==> src/rtl/flash_cmd_pkg.sv <==
package flash_cmd_pkg;

  localparam int CMD_AW = 15;

  localparam logic [CMD_AW-1:0] CA_MAIN = 15'h5555;
  localparam logic [CMD_AW-1:0] CA_ALT  = 15'h2AAA;

  localparam logic [7:0] D_KEY1   = 8'hAA;
  localparam logic [7:0] D_KEY2   = 8'h55;
  localparam logic [7:0] D_PROG   = 8'hA0;
  localparam logic [7:0] D_SETUP  = 8'h80;
  localparam logic [7:0] D_IDENT  = 8'h90;
  localparam logic [7:0] D_CHIP   = 8'h10;
  localparam logic [7:0] D_SECT   = 8'h30;
  localparam logic [7:0] D_PAGE   = 8'h50;
  localparam logic [7:0] D_LOCK64 = 8'h40;
  localparam logic [7:0] D_LOCK16 = 8'h70;

  typedef enum logic [2:0] {
    ST_IDLE,
    ST_KEY1,
    ST_KEY2,
    ST_PDATA,
    ST_SETUP,
    ST_KEY3,
    ST_KEY4,
    ST_LOCKADR
  } seq_state_t;

  typedef enum logic [2:0] {
    OP_NONE,
    OP_PROG,
    OP_CHIP,
    OP_SECT,
    OP_PAGE,
    OP_LOCK
  } op_t;

endpackage

==> src/rtl/fcd_seq.sv <==
module fcd_seq
  import flash_cmd_pkg::*;
#(
  parameter int ADDR_W = 19,
  parameter int DATA_W = 8
) (
  input  logic              clk,
  input  logic              rst,
  input  logic              wr_en,
  input  logic              busy,
  input  logic [ADDR_W-1:0] wr_addr,
  input  logic [DATA_W-1:0] wr_data,
  output op_t               op,
  output logic [ADDR_W-1:0] op_addr,
  output logic [DATA_W-1:0] op_data,
  output logic              lock_top,
  output logic              lock_small,
  output logic              id_mode
);

  seq_state_t st_q, st_n;
  op_t        op_q, op_n;
  logic       id_q, id_n;
  logic       small_q, small_n;
  logic       top_q, top_n;
  logic [ADDR_W-1:0] addr_q;
  logic [DATA_W-1:0] data_q;

  logic accept;
  logic at_main, at_alt;
  logic top_adr, bot_adr;

  assign accept  = wr_en && !busy;
  assign at_main = (wr_addr[CMD_AW-1:0] == CA_MAIN);
  assign at_alt  = (wr_addr[CMD_AW-1:0] == CA_ALT);
  assign top_adr = &wr_addr;
  assign bot_adr = (wr_addr == '0);

  always_comb begin
    st_n    = st_q;
    op_n    = OP_NONE;
    id_n    = id_q;
    small_n = small_q;
    top_n   = top_q;
    if (accept) begin
      st_n = ST_IDLE;
      case (st_q)
        ST_IDLE:
          if (at_main && wr_data == D_KEY1) st_n = ST_KEY1;
          else id_n = 1'b0;
        ST_KEY1:
          if (at_alt && wr_data == D_KEY2) st_n = ST_KEY2;
          else id_n = 1'b0;
        ST_KEY2:
          if (at_main && wr_data == D_PROG)       st_n = ST_PDATA;
          else if (at_main && wr_data == D_SETUP) st_n = ST_SETUP;
          else if (at_main && wr_data == D_IDENT) id_n = 1'b1;
          else id_n = 1'b0;
        ST_PDATA:
          op_n = OP_PROG;
        ST_SETUP:
          if (at_main && wr_data == D_KEY1) st_n = ST_KEY3;
          else id_n = 1'b0;
        ST_KEY3:
          if (at_alt && wr_data == D_KEY2) st_n = ST_KEY4;
          else id_n = 1'b0;
        ST_KEY4:
          if (wr_data == D_SECT)                op_n = OP_SECT;
          else if (wr_data == D_PAGE)           op_n = OP_PAGE;
          else if (at_main && wr_data == D_CHIP) op_n = OP_CHIP;
          else if (at_main && (wr_data == D_LOCK64 || wr_data == D_LOCK16)) begin
            st_n    = ST_LOCKADR;
            small_n = (wr_data == D_LOCK16);
          end else id_n = 1'b0;
        ST_LOCKADR:
          if (top_adr || bot_adr) begin
            op_n  = OP_LOCK;
            top_n = top_adr;
          end else id_n = 1'b0;
        default: id_n = 1'b0;
      endcase
    end
  end

  always_ff @(posedge clk) begin
    if (rst) begin
      st_q    <= ST_IDLE;
      op_q    <= OP_NONE;
      id_q    <= 1'b0;
      small_q <= 1'b0;
      top_q   <= 1'b0;
      addr_q  <= '0;
      data_q  <= '0;
    end else begin
      st_q    <= st_n;
      op_q    <= op_n;
      id_q    <= id_n;
      small_q <= small_n;
      top_q   <= top_n;
      if (accept) begin
        addr_q <= wr_addr;
        data_q <= wr_data;
      end
    end
  end

  assign op         = op_q;
  assign op_addr    = addr_q;
  assign op_data    = data_q;
  assign lock_top   = top_q;
  assign lock_small = small_q;
  assign id_mode    = id_q;

endmodule

==> src/rtl/fcd_id_rom.sv <==
module fcd_id_rom #(
  parameter int          OFS_W  = 8,
  parameter int          DATA_W = 8,
  parameter logic [7:0]  ID_MFR = 8'hDA,
  parameter logic [7:0]  ID_DEV = 8'hB6
) (
  input  logic              clk,
  input  logic              rst,
  input  logic              en,
  input  logic [OFS_W-1:0]  ofs,
  output logic [DATA_W-1:0] data
);

  logic [DATA_W-1:0] byte_n;

  always_comb begin
    byte_n = '0;
    if (en) begin
      if (ofs == OFS_W'(0))      byte_n = DATA_W'(ID_MFR);
      else if (ofs == OFS_W'(1)) byte_n = DATA_W'(ID_DEV);
    end
  end

  always_ff @(posedge clk) begin
    if (rst) data <= '0;
    else     data <= byte_n;
  end

endmodule

==> src/rtl/flash_cmd_decoder.sv <==
module flash_cmd_decoder
  import flash_cmd_pkg::*;
#(
  parameter int ADDR_W = 19,
  parameter int DATA_W = 8,
  parameter int SECT_W = 3,
  parameter int PAGE_W = 4,
  parameter int OFS_W  = 8
) (
  input  logic              clk,
  input  logic              rst,
  input  logic              wr_en,
  input  logic [ADDR_W-1:0] wr_addr,
  input  logic [DATA_W-1:0] wr_data,
  input  logic              busy_in,
  input  logic [ADDR_W-1:0] rd_addr,
  output logic              prog_req,
  output logic              chip_erase_req,
  output logic              sector_erase_req,
  output logic              page_erase_req,
  output logic              lock_req,
  output logic [ADDR_W-1:0] op_addr,
  output logic [DATA_W-1:0] prog_data,
  output logic [SECT_W-1:0] erase_sector,
  output logic [PAGE_W-1:0] erase_page,
  output logic              lock_top,
  output logic              lock_small,
  output logic              id_mode,
  output logic [DATA_W-1:0] id_data
);

  localparam int SECT_LSB = ADDR_W - SECT_W;
  localparam int PAGE_LSB = SECT_LSB - PAGE_W;

  op_t op;

  fcd_seq #(.ADDR_W(ADDR_W), .DATA_W(DATA_W)) u_seq (
    .clk        (clk),
    .rst        (rst),
    .wr_en      (wr_en),
    .busy       (busy_in),
    .wr_addr    (wr_addr),
    .wr_data    (wr_data),
    .op         (op),
    .op_addr    (op_addr),
    .op_data    (prog_data),
    .lock_top   (lock_top),
    .lock_small (lock_small),
    .id_mode    (id_mode)
  );

  fcd_id_rom #(.OFS_W(OFS_W), .DATA_W(DATA_W)) u_id (
    .clk  (clk),
    .rst  (rst),
    .en   (id_mode),
    .ofs  (rd_addr[OFS_W-1:0]),
    .data (id_data)
  );

  assign prog_req         = (op == OP_PROG);
  assign chip_erase_req   = (op == OP_CHIP);
  assign sector_erase_req = (op == OP_SECT);
  assign page_erase_req   = (op == OP_PAGE);
  assign lock_req         = (op == OP_LOCK);
  assign erase_sector     = op_addr[ADDR_W-1:SECT_LSB];
  assign erase_page       = op_addr[SECT_LSB-1:PAGE_LSB];

endmodule

==> config.mk <==
export PLATFORM = sky130hd
export DESIGN_NAME = flash_cmd_decoder
export DESIGN_NICKNAME = d
export VERILOG_FILES = /design/src/rtl/flash_cmd_pkg.sv /design/src/rtl/fcd_seq.sv /design/src/rtl/fcd_id_rom.sv /design/src/rtl/flash_cmd_decoder.sv
export SDC_FILE = /design/constraint.sdc
export NUM_CORES = 1
export LEC_CHECK = 0
export BUFFER_PORTS_ARGS = -buffer_cell sky130_fd_sc_hd__buf_4
export CORE_MARGIN = 1.5
export CORE_UTILIZATION = 40
export CTS_CLUSTER_SIZE = 16
export DETAILED_ROUTE_END_ITERATION = 8
export GPL_TIMING_DRIVEN = 0
export PLACE_DENSITY = 0.75
export SLEW_MARGIN = 25
export SYNTH_ARGS = -nofsm -noshare
export SYNTH_HDL_FRONTEND = slang
export SYNTH_HIERARCHICAL = 1
export SYNTH_SLANG_ARGS = --single-unit
==> constraint.sdc <==
create_clock -name clk -period 2.3 [get_ports clk]
set_input_delay 0.575 -clock clk [delete_from_list [all_inputs] [get_ports clk]]
set_output_delay 0.575 -clock clk [all_outputs]
set_load 0.01 [all_outputs]
# == After elaboration in Yosys (flattened, before gate mapping) ==
# Index checks and enable logic that the tools add are counted.
# word_totals
elab_cells,101
regBits,44
output_inout_bits,50
in_bits,50
# op_classes
mux,29
eq_ne,34
reduce_logical,24
bitwise,5
# op_table
op,count
two-way mux 3 bit,11
== test 8 x 7 -> 1 bit (second input constant),4
== test 8 bit (second input constant),4
zero test 19 bit,1
AND reduction 19 bit,1
== test 3 bit (second input constant),6
inequality test 2 bit (second input constant),9
one-hot mux 3 bit (6 select lines),1
two-way mux 8 bit,2
== test 15 x 14 -> 1 bit (second input constant),1
== test 15 bit (second input constant),1
== test 3 x 2 -> 1 bit (second input constant),4
two-way mux 1 bit,11
AND reduction 11 bit,1
one-hot mux 3 bit (3 select lines),1
== test 8 x 1 -> 1 bit (second input constant),1
== test 8 x 5 -> 1 bit (second input constant),1
== test 8 x 6 -> 1 bit (second input constant),1
logical AND 1 bit,8
zero test 8 bit,1
OR reduction 2 bit,4
== test 3 x 1 -> 1 bit (second input constant),2
AND reduction 6 bit,1
NOT 1 bit,5
other kinds (8),10

# == Longest topological paths before layout ==
# depth
depth_word,8
ltp_mapped,7
mapped_depth_nobuf,6

# == Hierarchy ==
# The synthesis kept the hierarchy.
# by_module_without_submodules
module,seq_area_each_um2,area_each_um2,cells_each,n_inst
fcd_seq,720.7,1642.8,211,1
fcd_id_rom,60.1,158.9,17,1
flash_cmd_decoder,0.0,95.1,12,1

# == Worst setup path before layout ==
# OpenSTA, ideal clock, no wires.
# synth_path
kind,in2reg
from,input wr_addr[7]
to,register u_seq.st_q[2]
t_required_ns,2.233
setup_time_ns,0.067
stages,6
arrival_time_ns,2.201
n_path_buf,0
setup_slack_ns,0.032
path_cell_list,or4_4 > nor2_4 > nand2_2 > or4_4 > a31o_1 > a21oi_2
# synth_via
elab_chain_cells,7
elab_cells_between_ends,17
cone_classes,eq/ne (2); mux (9); reduce/logical (6)
# synth_lines
item,line_no,rtl
start: declaration,flash_cmd_decoder.sv:13,"input logic [ADDR_W-1:0] wr_addr,"
== test 15 bit,fcd_seq.sv:34,assign at_main = (wr_addr[CMD_AW-1:0] == CA_MAIN);
logical AND 1 bit,fcd_seq.sv:71,else if (at_main && (wr_data == D_LOCK64 || wr_data == D_LOCK16)) begin
two-way mux 3 bit,fcd_seq.sv:71,
two-way mux 3 bit,fcd_seq.sv:70,else if (at_main && wr_data == D_CHIP) op_n = OP_CHIP;
two-way mux 3 bit,fcd_seq.sv:69,else if (wr_data == D_PAGE) op_n = OP_PAGE;
two-way mux 3 bit,fcd_seq.sv:68,if (wr_data == D_SECT) op_n = OP_SECT;
one-hot mux 3 bit (6 select lines) *,fcd_seq.sv:47,case (st_q)
end signal: assignment,fcd_seq.sv:95,st_q <= st_n;
end: declaration,fcd_seq.sv:21,"seq_state_t st_q, st_n;"
# Mark *: on every way between the ends. The rest lies on a longest branch, timed or not.
# A chain may end at the register's enable or synchronous reset.

# == Worst setup path in the final report ==
# Same ends and word-level chain as after synthesis.

==> impl_results.rst <==
.. list-table::
   :header-rows: 1

   * - Metric
     - Value
   * - Synthesized cell area
     - 0.00190 mm^2
   * - Worst Slack Setup Final
     - 0.109 ns
   * - Non-filler instance count after layout
     - 386
   * - CTS Sinks
     - 39
   * - Final hold viol count
     - 0
   * - FFs w/ async S/R, synth
     - 0%
   * - Transition time at the pin with the least slew margin
     - 0.505 ns
   * - Psw
     - 0.000374 W
   * - Initial Util
     - 42.7%
   * - Post-route antenna net violation count
     - 0
   * - Switching power as a share of total power
     - 24.4%
   * - Aggregate routed wire length
     - 5180 um
   * - Core box area
     - 0.00444 mm^2
   * - Static leakage
     - 1.19 nW
   * - Internal power component
     - 0.00116 W
   * - Mean area per synthesized cell
     - 7.90 um^2
   * - Number of clock buffers inserted by TritonCTS
     - 5
   * - Series of cell instances along the critical path
     - buf_4 -> or4_4 -> nor2_4 -> nand2_2 -> or4_4 -> a31o_1 -> a21oi_2
   * - Final design area excluding fillers
     - 0.00273 mm^2
   * - Growth of design area from synthesis to finish
     - 43.7%
   * - Largest driver fanout on the critical path
     - 5
   * - Global-route total usage across every layer
     - 20.6%
   * - Count of final setup violators
     - 0
   * - DR pass1 iterations
     - 8
   * - Ratio of cells with drive above 1 in the final layout
     - 36.2%
   * - Critical Path Most Common Cell
     - sky130_fd_sc_hd__or4_4
   * - Pwr dens
     - 563 mW/mm^2
   * - Buffer cell driving the clock tree root
     - sky130_fd_sc_hd__clkbuf_8
   * - Die Span X
     - 71.9 um
   * - Quantity of I/O buffers inserted on ports
     - 86
   * - Cell type contributing the most total cell area after synthesis
     - sky130_fd_sc_hd__dfxtp_1
   * - CP max stage cell
     - sky130_fd_sc_hd__or4_4
   * - Cell area after placement
     - 0.00261 mm^2
   * - Clock edge transition at the registers on the reported setup and hold paths
     - 0.08 ns
   * - Number of global-route vias before repair
     - 1,885
   * - Number of synthesized register bits
     - 39
   * - Worst rel slew slack
     - 65.9%
   * - Sequential fraction of the synthesis area
     - 41.2%
   * - Die height
     - 71.9 um
   * - Area of the multi-input gates
     - 962 um^2
   * - Area fraction of the dominant cell type after synthesis
     - 41.2%
   * - Number of flops mapped to enable cells by yosys
     - 0
   * - Initial antenna violation count
     - 0
   * - Fill cell total of the finished layout
     - 448
   * - TritonCTS clock tree
     - done
   * - Max Buffers Root-to-Sink
     - 2
   * - Comb pwr share
     - 14.6%
   * - Max IR drop VDD
     - 0.334 mV
   * - Total of warnings raised by yosys
     - 6
   * - Routed vias/inst
     - 5.24
   * - Post-cts repair resize count
     - 0
   * - Count of different cell masters after synthesis
     - 47
   * - Iteration-0 DRC count of the detailed router
     - 89
   * - Net count of the mapped netlist
     - 290
   * - Placed Cells
     - 378
   * - Max Transition Viols Final
     - 0
   * - Number of remaining DRC errors
     - 3
   * - Placer congestion estimate
     - 0.891
   * - Setup skew after layout
     - 0.00549 ns
   * - Failing checks
     - design-rule violations
   * - Sort of element at the start of the critical path
     - input pin
   * - Result of the run
     - finished, violations left
   * - Synthesized instance count
     - 240
   * - Worst Hold Class
     - flip-flop to flip-flop
   * - Final period demand of the worst path
     - 2.19 ns
   * - Largest cells by area after synthesis
     - sky130_fd_sc_hd__dfxtp_1 41%, sky130_fd_sc_hd__nand2_1 11%, sky130_fd_sc_hd__a21oi_1 7.9%, sky130_fd_sc_hd__buf_4 4.7%, sky130_fd_sc_hd__nand4_1 2.6%
   * - RSZ-0062 raised after global routing
     - no
   * - Post-CTS setup buffers
     - 0
   * - Achievable frequency
     - 456 MHz
   * - Via count of the routed design
     - 2,023
   * - Clk Latency, worst-skew pair
     - 0.29 ns
   * - Area enclosed by the die boundary
     - 0.00516 mm^2
   * - CP Data Required Time
     - 2.53 ns
   * - Maximum number of pins on one net before global-route repair
     - 13
   * - Clock share of power
     - 39.0%
   * - Overflow after GRT
     - 0
   * - Utilization after layout
     - 61.3%
   * - Number of cell rows
     - 24
   * - Final HPWL from detailed placement
     - 4020 um
   * - Category of the most critical setup path
     - input pin to flip-flop
   * - Number of placed I/O pins
     - 100
   * - Diode insertion count for antenna repair
     - 0
   * - Pre-CTS setup slack
     - -0.179 ns
   * - CP peak stage delay
     - 0.57 ns
   * - Routed length per placed instance
     - 13.4 um
   * - Portion of the clock cycle consumed by the worst path in the final layout
     - 95.3%
   * - Net count, final
     - 383
   * - First-pass GRT wire length
     - 8330 um
   * - Critical path data arrival time
     - 2.42 ns
   * - Part of the total power dissipated in sequential elements
     - 46.4%
   * - Element type at the critical path end
     - flip-flop
   * - Number of levels in the clock H-tree
     - 2
   * - Dominant synthesized flop cell
     - sky130_fd_sc_hd__dfxtp_1
   * - Reported max-cap violation count
     - 0
   * - Hold-fix buffers, CTS
     - 0
   * - Sequential cell area
     - 781 um^2
   * - Power Total
     - 0.00154 W
-- cell families after synthesis --
group | synth area share (%)
simple gates | 35.0
compound gates | 14.4
flops | 41.2
buf+inv | 8.11
mux | 1.12
other cells | 0.198
-- synth_stat cells, types with 2 or more instances --
cell and number:
sky130_fd_sc_hd__nand4_1 8, sky130_fd_sc_hd__clkbuf_1 13, sky130_fd_sc_hd__nand2b_1 2, sky130_fd_sc_hd__nor4_1 5, sky130_fd_sc_hd__nand3_1 4, sky130_fd_sc_hd__buf_4 12
sky130_fd_sc_hd__and3b_2 2, sky130_fd_sc_hd__and2_1 2, sky130_fd_sc_hd__or3_1 2, sky130_fd_sc_hd__a31oi_1 3, sky130_fd_sc_hd__nor2_1 13, sky130_fd_sc_hd__and4_1 2
sky130_fd_sc_hd__or4_4 3, sky130_fd_sc_hd__nor2b_1 3, sky130_fd_sc_hd__inv_1 4, sky130_fd_sc_hd__a21oi_1 30, sky130_fd_sc_hd__nand2_1 58, sky130_fd_sc_hd__nor3_1 5
sky130_fd_sc_hd__dfxtp_1 39, sky130_fd_sc_hd__nor3b_1 3
-- sequential cells by signal (all words and copies together), names as in the netlist --
signal / count
u_seq/op: 3
u_seq/lock_small: 1
u_seq/id_mode: 1
u_id/data: 3
u_seq/op_addr: 19
u_seq/op_data: 8
u_seq/lock_top: 1
u_seq/st_q: 3
-- layer usage --
metal / up-vias / GRT usage, % / part of all wire (%)
met4: 0 / 9.22 / 1.9
met3: 7 / 6.61 / 7.4
met5: - / 0 / 0
li1: 1016 / - / -
met1: 930 / 23.8 / 42
met2: 70 / 34.9 / 48
-- layout make-up --
type	count	area share [%]
clock buffer	6	3.03
timing repair buffer	86	23.7
multi-input combinational	172	35.3
clock inverter	2	1.29
sequential	39	28.7
inverter	4	0.551
buffer	25	5.10
tap	52	2.39
-- critical path: cells and delay by family --
kind,cells,cell delay [ns]
buffers and inverters,1,0.12
and+or+nand+nor,4,1.37
AOI/OAI and AO/OA,2,0.36
-- cells in the final DEF, fill, tap and decap left out, drive strengths merged, types with 2 or more instances in the layout --
cell and count:
nand4 8, and2 2, and4 2, buf 98, a21oi 31, nor3 5
dfxtp 39, nand3 4, and3b 2, nand2b 2, inv 4, a31oi 3
nor3b 3, a31o 2, nor2 14, or4 4, clkbuf 19, nor4 7
nor2b 3, or3 3, nand2 59
-- power groups by stage --
stage                     Sequential [W]  Clock [W]  Combinational, W
after CTS                       0.000713   0.000611          0.000225
after global placement          0.000728          0          0.000222
final                           0.000713   0.000599          0.000224
after floorplan                 0.000737          0         0.0000887
after global routing            0.000716   0.000646          0.000245
after detailed placement        0.000728          0          0.000225
-- stage by stage --
step | hold slack, ns | setup TNS, ns
after floorplan | 0.481 | 0
after global placement | 0.444 | -0.383
after detailed placement | 0.448 | -0.405
after CTS | 0.459 | 0
after global routing | 0.469 | 0
final | 0.456 | 0
-- path summary, 6_finish.rpt --
kind | to | cells past startpoint | slack [ns] | from
min | u_seq/op_data[4] | 2 | 0.46 | u_seq/op_data[4]
max | u_seq/st_q[2] | 7 | 0.11 | wr_addr[7]
max reg2reg | u_seq/id_mode | 7 | 0.13 | u_seq/st_q[0]
min reg2reg | u_seq/op_data[4] | 2 | 0.46 | u_seq/op_data[4]
(Power assumes the default switching activity.)
